[src/rtl/cfgwin_pkg.sv]
package cfgwin_pkg;

    localparam int DW    = 16;
    localparam int IDX_W = 3;
    localparam int RA_W  = 10;

    typedef enum logic [2:0] {
        ACC_NONE,
        ACC_PTR_WR,
        ACC_PTR_RD,
        ACC_DATA_WR,
        ACC_DATA_RD,
        ACC_VOID_RD
    } acc_t;

    typedef enum logic {
        FC_IDLE,
        FC_PULSE
    } fc_state_t;

    typedef struct packed {
        logic             auto_inc;
        logic             post_wait;
        logic             burst_off;
        logic             devsel_med;
        logic             chan;
        logic [IDX_W-1:0] idx;
    } ptr_t;

    localparam logic [7:0] PTR_RESET = 8'h50;
    localparam logic [7:0] PTR_WO_MASK = 8'hDF;

    function automatic logic [DW-1:0] cmd_base_rst(input int ch);
        return (ch == 0) ? 16'h01F0 : 16'h0170;
    endfunction

    function automatic logic [DW-1:0] ctl_base_rst(input int ch);
        return (ch == 0) ? 16'h03F6 : 16'h0376;
    endfunction

endpackage

[src/rtl/cfgwin_ptr.sv]
module cfgwin_ptr
    import cfgwin_pkg::*;
#(
    parameter int IDX_LAST = 6
) (
    input  logic       clk,
    input  logic       rst_n,
    input  acc_t       acc,
    input  logic [7:0] wbyte,
    output ptr_t       ptr
);
    localparam logic [IDX_W-1:0] LAST = IDX_W'(IDX_LAST);

    logic data_acc;
    assign data_acc = (acc == ACC_DATA_WR) || (acc == ACC_DATA_RD);

    always_ff @(posedge clk) begin
        if (!rst_n) begin
            ptr <= ptr_t'(PTR_RESET);
        end else if (acc == ACC_PTR_WR) begin
            ptr <= ptr_t'(wbyte);
        end else if (data_acc && ptr.auto_inc) begin
            ptr.idx <= (ptr.idx >= LAST) ? '0 : ptr.idx + 1'b1;
        end
    end
endmodule

[src/rtl/cfgwin_bank.sv]
module cfgwin_bank
    import cfgwin_pkg::*;
#(
    parameter int CH = 0
) (
    input  logic             clk,
    input  logic             rst_n,
    input  logic             wr,
    input  logic [IDX_W-1:0] idx,
    input  logic [DW-1:0]    wdata,
    output logic [DW-1:0]    rd_val,
    output logic [7:0]       gen_cfg,
    output logic [RA_W-1:0]  ra_count,
    output logic             ra_enable,
    output logic             fifo_clear
);
    logic [DW-1:0] cmd_base, ctl_base;
    logic [7:0]    ra_lo, ra_cfg, tim_data, tim_cmd;
    fc_state_t     fc_state, fc_next;

    always_ff @(posedge clk) begin
        if (!rst_n) begin
            cmd_base <= cmd_base_rst(CH);
            gen_cfg  <= 8'h01;
            ra_lo    <= 8'h00;
            ra_cfg   <= 8'h00;
            ctl_base <= ctl_base_rst(CH);
            tim_data <= 8'hF5;
            tim_cmd  <= 8'hDE;
        end else if (wr) begin
            unique case (idx)
                3'd0: cmd_base <= wdata;
                3'd1: gen_cfg  <= wdata[7:0];
                3'd2: ra_lo    <= wdata[7:0];
                3'd3: ra_cfg   <= wdata[7:0] & 8'hBF;
                3'd4: ctl_base <= wdata;
                3'd5: tim_data <= wdata[7:0];
                3'd6: tim_cmd  <= wdata[7:0];
                default: ;
            endcase
        end
    end

    always_comb begin
        unique case (idx)
            3'd0:    rd_val = cmd_base;
            3'd1:    rd_val = {8'h00, gen_cfg};
            3'd4:    rd_val = ctl_base;
            3'd5:    rd_val = {8'h00, tim_data};
            3'd6:    rd_val = {8'h00, tim_cmd};
            default: rd_val = '0;
        endcase
    end

    assign ra_count  = {ra_cfg[1:0], ra_lo};
    assign ra_enable = ra_cfg[7];

    always_ff @(posedge clk) begin
        if (!rst_n) fc_state <= FC_IDLE;
        else        fc_state <= fc_next;
    end

    always_comb begin
        unique case (fc_state)
            FC_IDLE, FC_PULSE:
                fc_next = (wr && idx == 3'd3 && wdata[6]) ? FC_PULSE : FC_IDLE;
            default: fc_next = FC_IDLE;
        endcase
    end

    assign fifo_clear = (fc_state == FC_PULSE);
endmodule

[src/rtl/cfgwin_top.sv]
module cfgwin_top
    import cfgwin_pkg::*;
#(
    parameter int IDX_LAST = 6
) (
    input  logic                clk,
    input  logic                rst_n,
    input  logic [1:0]          addr,
    input  logic                wr_en,
    input  logic                rd_en,
    input  logic [15:0]         wdata,
    output logic [15:0]         rdata,
    output logic [1:0][7:0]     gen_cfg_o,
    output logic [1:0][9:0]     ra_count_o,
    output logic [1:0]          ra_enable_o,
    output logic [1:0]          fifo_clear_o
);
    localparam int NUM_CH = 2;

    acc_t              acc;
    ptr_t              ptr;
    logic [7:0]        ptr_q;
    logic [DW-1:0]     bank_rd [NUM_CH];

    always_comb begin
        acc = ACC_NONE;
        if (wr_en) begin
            unique case (addr)
                2'd0:    acc = ACC_DATA_WR;
                2'd1:    acc = ACC_PTR_WR;
                default: acc = ACC_NONE;
            endcase
        end else if (rd_en) begin
            unique case (addr)
                2'd0:    acc = ACC_DATA_RD;
                2'd1:    acc = ACC_PTR_RD;
                default: acc = ACC_VOID_RD;
            endcase
        end
    end

    cfgwin_ptr #(.IDX_LAST(IDX_LAST)) u_ptr (
        .clk   (clk),
        .rst_n (rst_n),
        .acc   (acc),
        .wbyte (wdata[7:0]),
        .ptr   (ptr)
    );
    assign ptr_q = ptr;

    for (genvar c = 0; c < NUM_CH; c++) begin : g_bank
        cfgwin_bank #(.CH(c)) u_bank (
            .clk        (clk),
            .rst_n      (rst_n),
            .wr         (acc == ACC_DATA_WR && int'(ptr.chan) == c),
            .idx        (ptr.idx),
            .wdata      (wdata),
            .rd_val     (bank_rd[c]),
            .gen_cfg    (gen_cfg_o[c]),
            .ra_count   (ra_count_o[c]),
            .ra_enable  (ra_enable_o[c]),
            .fifo_clear (fifo_clear_o[c])
        );
    end

    always_ff @(posedge clk) begin
        if (!rst_n) begin
            rdata <= '0;
        end else begin
            unique case (acc)
                ACC_DATA_RD: rdata <= bank_rd[ptr.chan];
                ACC_PTR_RD:  rdata <= {8'h00, ptr_q & PTR_WO_MASK};
                ACC_VOID_RD: rdata <= '0;
                default:     ;
            endcase
        end
    end
endmodule

[config.mk]
export PLATFORM = sky130hd
export DESIGN_NAME = cfgwin_top
export DESIGN_NICKNAME = d
export VERILOG_FILES = /design/src/rtl/cfgwin_pkg.sv /design/src/rtl/cfgwin_ptr.sv /design/src/rtl/cfgwin_bank.sv /design/src/rtl/cfgwin_top.sv
export SDC_FILE = /design/constraint.sdc
export NUM_CORES = 1
export LEC_CHECK = 0
export ABC_AREA = 1
export BUFFER_PORTS_ARGS = -buffer_cell sky130_fd_sc_hd__buf_4
export CAP_MARGIN = 20
export CORE_AREA = 2 2 114 116
export DETAILED_ROUTE_END_ITERATION = 7
export DIE_AREA = 0 0 116 118
export PLACE_DENSITY = 0.86
export SLEW_MARGIN = 20
export SYNTH_ARGS = -nofsm -noshare
export SYNTH_HDL_FRONTEND = slang
export SYNTH_SLANG_ARGS = --single-unit
[constraint.sdc]
create_clock -name clk -period 1.9 [get_ports clk]
set_input_delay 0.38 -clock clk [delete_from_list [all_inputs] [get_ports clk]]
set_output_delay 0.38 -clock clk [all_outputs]
set_load 0.03 [all_outputs]
### Word-level counts from Yosys, hierarchy flattened

Index checks and enable logic that the tools add are counted.

| operators by class | value |
|---|---|
| add/sub/neg operators | 1 |
| multiplexer cells | 15 |
| magnitude comparators | 2 |
| reductions and logical operators | 26 |
| equality and inequality tests | 12 |
| bitwise logic cells | 2 |

Operators with widths:

| kind | count |
|---|---|
| one-hot mux 16 bit (5 select lines) | 2 |
| two-way mux 16 bit | 3 |
| one-hot mux 16 bit (3 select lines) | 1 |
| AND reduction 2 bit | 14 |
| == test 3 bit (second input constant) | 5 |
| two-way mux 3 bit | 5 |
| == test 3 x 2 -> 1 bit (second input constant) | 4 |
| logical AND 1 bit | 7 |
| == test 3 x 1 -> 1 bit (second input constant) | 2 |
| one-hot mux 3 bit (2 select lines) | 1 |
| one-hot mux 2 bit (2 select lines) | 1 |
| adder 3 x 1 -> 3 bit (second input constant) | 1 |
| >= comparator 3 bit (second input constant) | 1 |
| logical NOT 3 bit | 1 |
| nonzero test 3 bit | 1 |
| == test 2 x 1 -> 1 bit (second input constant) | 1 |
| >= comparator 2 bit (second input constant) | 1 |
| logical NOT 2 bit | 1 |
| two-way mux 1 bit | 2 |
| inverter 1 -> 2 bit | 1 |
| nonzero test 2 bit | 1 |
| logical OR 1 bit | 1 |
| inverter 1 bit | 1 |

| storage, ports and cells | value |
|---|---|
| register bits after elaboration | 167 |
| logic and storage cells | 80 |
| input port bits | 22 |

### Logic depth before layout (Yosys ltp)

| logic depth | value |
|---|---|
| word-level depth | 9 |
| depth in mapped cells | 11 |

### Hierarchy

Synthesis repeated with hierarchy kept, for this count alone.

| second synthesis, totals | value |
|---|---|
| cell total of the unflattened synthesis | 1,214 |
| area total of the unflattened synthesis | 7,893.8 um2 |

By module, submodules not included:

| module | instances | area an instance (um2) | sequential area each (um2) | cells an instance |
|---|---|---|---|---|
| cfgwin_bank at g_bank[1].u_bank | 1 | 3,241.9 | 1,361.3 | 496 |
| cfgwin_bank at g_bank[0].u_bank | 1 | 3,226.8 | 1,361.3 | 493 |
| cfgwin_top | 1 | 964.7 | 320.3 | 160 |
| cfgwin_ptr | 1 | 460.4 | 160.2 | 65 |

### Worst setup path after synthesis

No wires, ideal clock.

| timing path | value |
|---|---|
| kind | register to register |
| start point | reg, netlist name u_ptr.ptr[0] |
| end point | reg rdata[13] |
| path buffers | 1 |
| setup slack | 0.246 ns |
| setup time | 0.132 ns |
| cell stages (with the launch flop) | 9 |
| clock period less this slack | 1.654 ns |
| arrival | 1.522 ns |
| cell sequence | dfxtp_1 > inv_1 > ha_1 > nand2_1 > clkbuf_1 > o21ai_0 > or2_1 > nand3_1 > a21oi_1 |

| between the ends | value |
|---|---|
| cells in the longest elaborated chain, start to end | 6 |

RTL lines:

| item | line | source |
|---|---|---|
| == test 3 bit, or another cell as far along | cfgwin_bank.sv:45 | `unique case (idx)` |
| one-hot mux 16 bit (5 select lines) | cfgwin_bank.sv:45 |  |
| two-way mux 16 bit (implied by the code) (*) (3 in a row) | cfgwin_top.sv:71 | `ACC_DATA_RD: rdata <= bank_rd[ptr.chan];` |
| one-hot mux 16 bit (3 select lines) (*) | cfgwin_top.sv:70 | `unique case (acc)` |
| end signal: assignment | cfgwin_top.sv:71 |  |
| end signal: assignment | cfgwin_top.sv:72 | `ACC_PTR_RD: rdata <= {8'h00, ptr_q & PTR_WO_MASK};` |
| end: declaration | cfgwin_top.sv:12 | `output logic [15:0] rdata,` |

Mark *: on every way between the ends. The rest lies on a longest branch, timed or not. The select of a mux whose other input is x is not followed.
A chain may end at the register's enable or synchronous reset.

### Worst setup path after layout

| timing path | value |
|---|---|
| start point | reg, netlist name u_ptr.ptr[0] |
| end point | reg rdata[6] |

| between the ends | value |
|---|---|
| cells in the longest elaborated chain, start to end | 6 |

RTL lines:

| item | line |
|---|---|
| == test 3 bit, or another cell as far along | cfgwin_bank.sv:45 |
| one-hot mux 16 bit (5 select lines) | cfgwin_bank.sv:45 |
| two-way mux 16 bit (implied by the code) (*) (3 in a row) | cfgwin_top.sv:71 |
| one-hot mux 16 bit (3 select lines) (*) | cfgwin_top.sv:70 |

Marks and branches as above.

==> results_dict.tcl <==
set metrics [dict create \
    status "finished, final reports clean" \
    cp_data_arrival_time_ps 2110 \
    timing.fmax_ghz 0.553 \
    startpoint_type "register" \
    hpwl_microns 12600 \
    finalWorstPathRequiredPeriod_ps 1810 \
    drtIter0Drc 783 \
    finalMaxSlewViolations 0 \
    p_leak_nw 4.00 \
    hp-class "in2reg" \
    drt.antenna.violating_nets 0 \
    cp-end-kind "register" \
    grt_max_degree 78 \
    synth.distinct_cells 28 \
    pre_cts_ws_ps 91.9 \
    mappedNetlistArea_sq_um 6760 \
    fin_ws_ps 92.9 \
    vdd_drop_max_mv 0.619 \
    mostFrequentLayoutCell "nand2_1" \
    cts_inserted_buffers 17 \
    grt_antenna_before_repair 0 \
    h-tree-depth 4 \
    finalSetupTns_ps 0 \
    avgRoutedWirePerCell_microns 15.9 \
    slew_headroom_pct 68.8 \
    ctsRootBufferMaster "clkbuf_16" \
    design.core.area_sq_um 12400 \
    synth_seq_cells 159 \
    dp.cells 1194 \
    finalHoldViolCount 0 \
    gp_congestion 0.943 \
    drv_cap 0 \
    clock_path_buffers 2 \
    ios 78 \
    wl_microns 19500 \
    cts_tree "yes" \
    post_dp_cell_area_sq_um 7610 \
    syn_inst 965 \
    dr_total_vias 6735 \
    die_h_microns 118 \
    dieArea_sq_um 13700 \
    drc 0 \
    stdcell_area_sq_um 8260 \
    synth_seq_area_share_pct 47.1 \
    post_drt_via_cell_ratio 5.49 \
    hold_slack_ps 193 \
    drive_gt1_share_pct 17.1 \
    holdBufCountCts 0 \
    grt_overflow 0 \
    path_class "reg2reg" \
    yosysWarnings 0 \
    finalSetupViolCount 0 \
    syn2layout_area_growth_pct 22.2 \
    timing.final.crit_share_pct 95.1 \
    clk_pin_slew_ps 70 \
    fin_cells 1226 \
    rsz0062_at_grt "true" \
    port_buffers 77 \
    grt_pass1_vias 6214 \
    initial_utilization_pct 54.5 \
    fin_nets 1070 \
    syn_avg_cell_area_sq_um 7.01 \
    skew_ps 8.37 \
    clkLatencyLatePin_ps 430 \
    fin_total_pwr_mw 7.28 \
    clock_sinks 159 \
    syn_nets 992 \
    fillerInstances 1051 \
    die_w_microns 116 \
    tightest_slew_ps 466 \
    critPathRequiredTime_ps 2210 \
    grt_pass1_wl_microns 30500 \
    fin_util_pct 66.5 \
    diodes 0 \
    mostFrequentLayoutCells "258 x nand2_1, 158 x dfxtp_1, 124 x o21ai_0" \
    core.rowCount 41 \
    crit_fanout 10 \
    grtUsageTotal_pct 28.4 \
    p_per_area_nw_per_um2 882 \
    dr.pass1.iters 7 \
]
timing repair:
item,in CTS,in global routing
endpoints found under the setup margin,0,54
buffers inserted,0,1
resized for setup,0,15
critical path, stage by stage, from the launching register on:
cell	delay [ps]
dfxtp_1	360
inv_1	100
ha_1	250
nand2_2	120
clkinvlp_4	220
nand2_1	110
nand2_1	70
nor2_1	130
nand2_1	130
nand3_1	130
a21oi_1	80
worst paths after layout:
kind,startpoint,endpoint,slack [ps],depth (start not counted)
worst min-delay path,wdata[0],g_bank[1].u_bank.tim_data[0],190,3
worst max register to register,u_ptr.ptr[0],rdata[6],90,10
worst max-delay path,u_ptr.ptr[0],rdata[6],90,10
worst min register to register,g_bank[0].u_bank.ctl_base[7],g_bank[0].u_bank.ctl_base[7],460,2
logic make-up (layout without fill, tap and decap cells):
logic type	count (synthesis)	in the layout	share of synthesized area, %
and+or+nand+nor	449	449	26.8
AOI/OAI and AO/OA	220	220	17.2
DFF	159	159	47.1
buffers and inverters	132	221	8.01
adders and majority gates	5	5	0.925
synth_stat cells:
library cell / n / share of area, %
buf_2: 19 / 1.4
nand3_1: 48 / 3.6
inv_2: 7 / 0.39
inv_1: 65 / 3.6
a21oi_1: 75 / 5.6
nand3_2: 1 / 0.15
nor2_4: 2 / 0.33
nand2_1: 262 / 15
o2111ai_1: 1 / 0.13
dfxtp_1: 159 / 47
and2_1: 1 / 0.093
nor2_2: 6 / 0.56
o211ai_1: 16 / 1.8
nor2_1: 123 / 6.8
clkbuf_1: 31 / 1.7
clkinv_1: 2 / 0.11
buf_4: 6 / 0.67
a21oi_4: 1 / 0.24
o21ai_1: 2 / 0.15
ha_1: 5 / 0.93
buf_1: 2 / 0.11
o211ai_2: 1 / 0.19
nor3_1: 2 / 0.15
nand3_4: 1 / 0.26
or2_1: 1 / 0.093
nand2_2: 1 / 0.093
nand3b_1: 1 / 0.11
o21ai_0: 124 / 9.2
metal layers:
layer  global-route usage (%)  share of wire (%)  vias up  routed length [microns]
li1                         -                  -     3253                        -
met1                     38.1                 41     3052                     7950
met4                     12.1                3.4        0                      653
met2                     43.1                 45      361                     8820
met5                        0                  0        -                        0
met3                     7.36                 11       69                     2060
flip-flops by register name, indices dropped and copies added, names as in the netlist:
register	count
g_bank.u_bank.ra_lo	16
g_bank.u_bank.ctl_base	32
g_bank.u_bank.fifo_clear	2
g_bank.u_bank.cmd_base	32
g_bank.u_bank.ra_cfg	6
g_bank.u_bank.gen_cfg	16
g_bank.u_bank.tim_cmd	16
rdata	16
g_bank.u_bank.tim_data	16
u_ptr.ptr	7
where the power goes:
| part | switching, mW | total [mW] | internal (mW) |
|---|---|---|---|
| clock | 1.44 | 3.26 | 1.81 |
| sequential | 0.0292 | 3.41 | 3.38 |
| combinational | 0.412 | 0.612 | 0.201 |
final cells by class:
| cell class | count | area (sq um) | area share [%] |
|---|---|---|---|
| sequential | 159 | 3180 | 38.5 |
| multi-input combinational | 674 | 3070 | 37.1 |
| timing repair buffer | 117 | 950 | 11.5 |
| clock buffer | 17 | 425 | 5.15 |
| inverter | 74 | 289 | 3.50 |
| tap | 172 | 215 | 2.61 |
| clock inverter | 13 | 130 | 1.58 |
(Power assumes the default switching activity.)
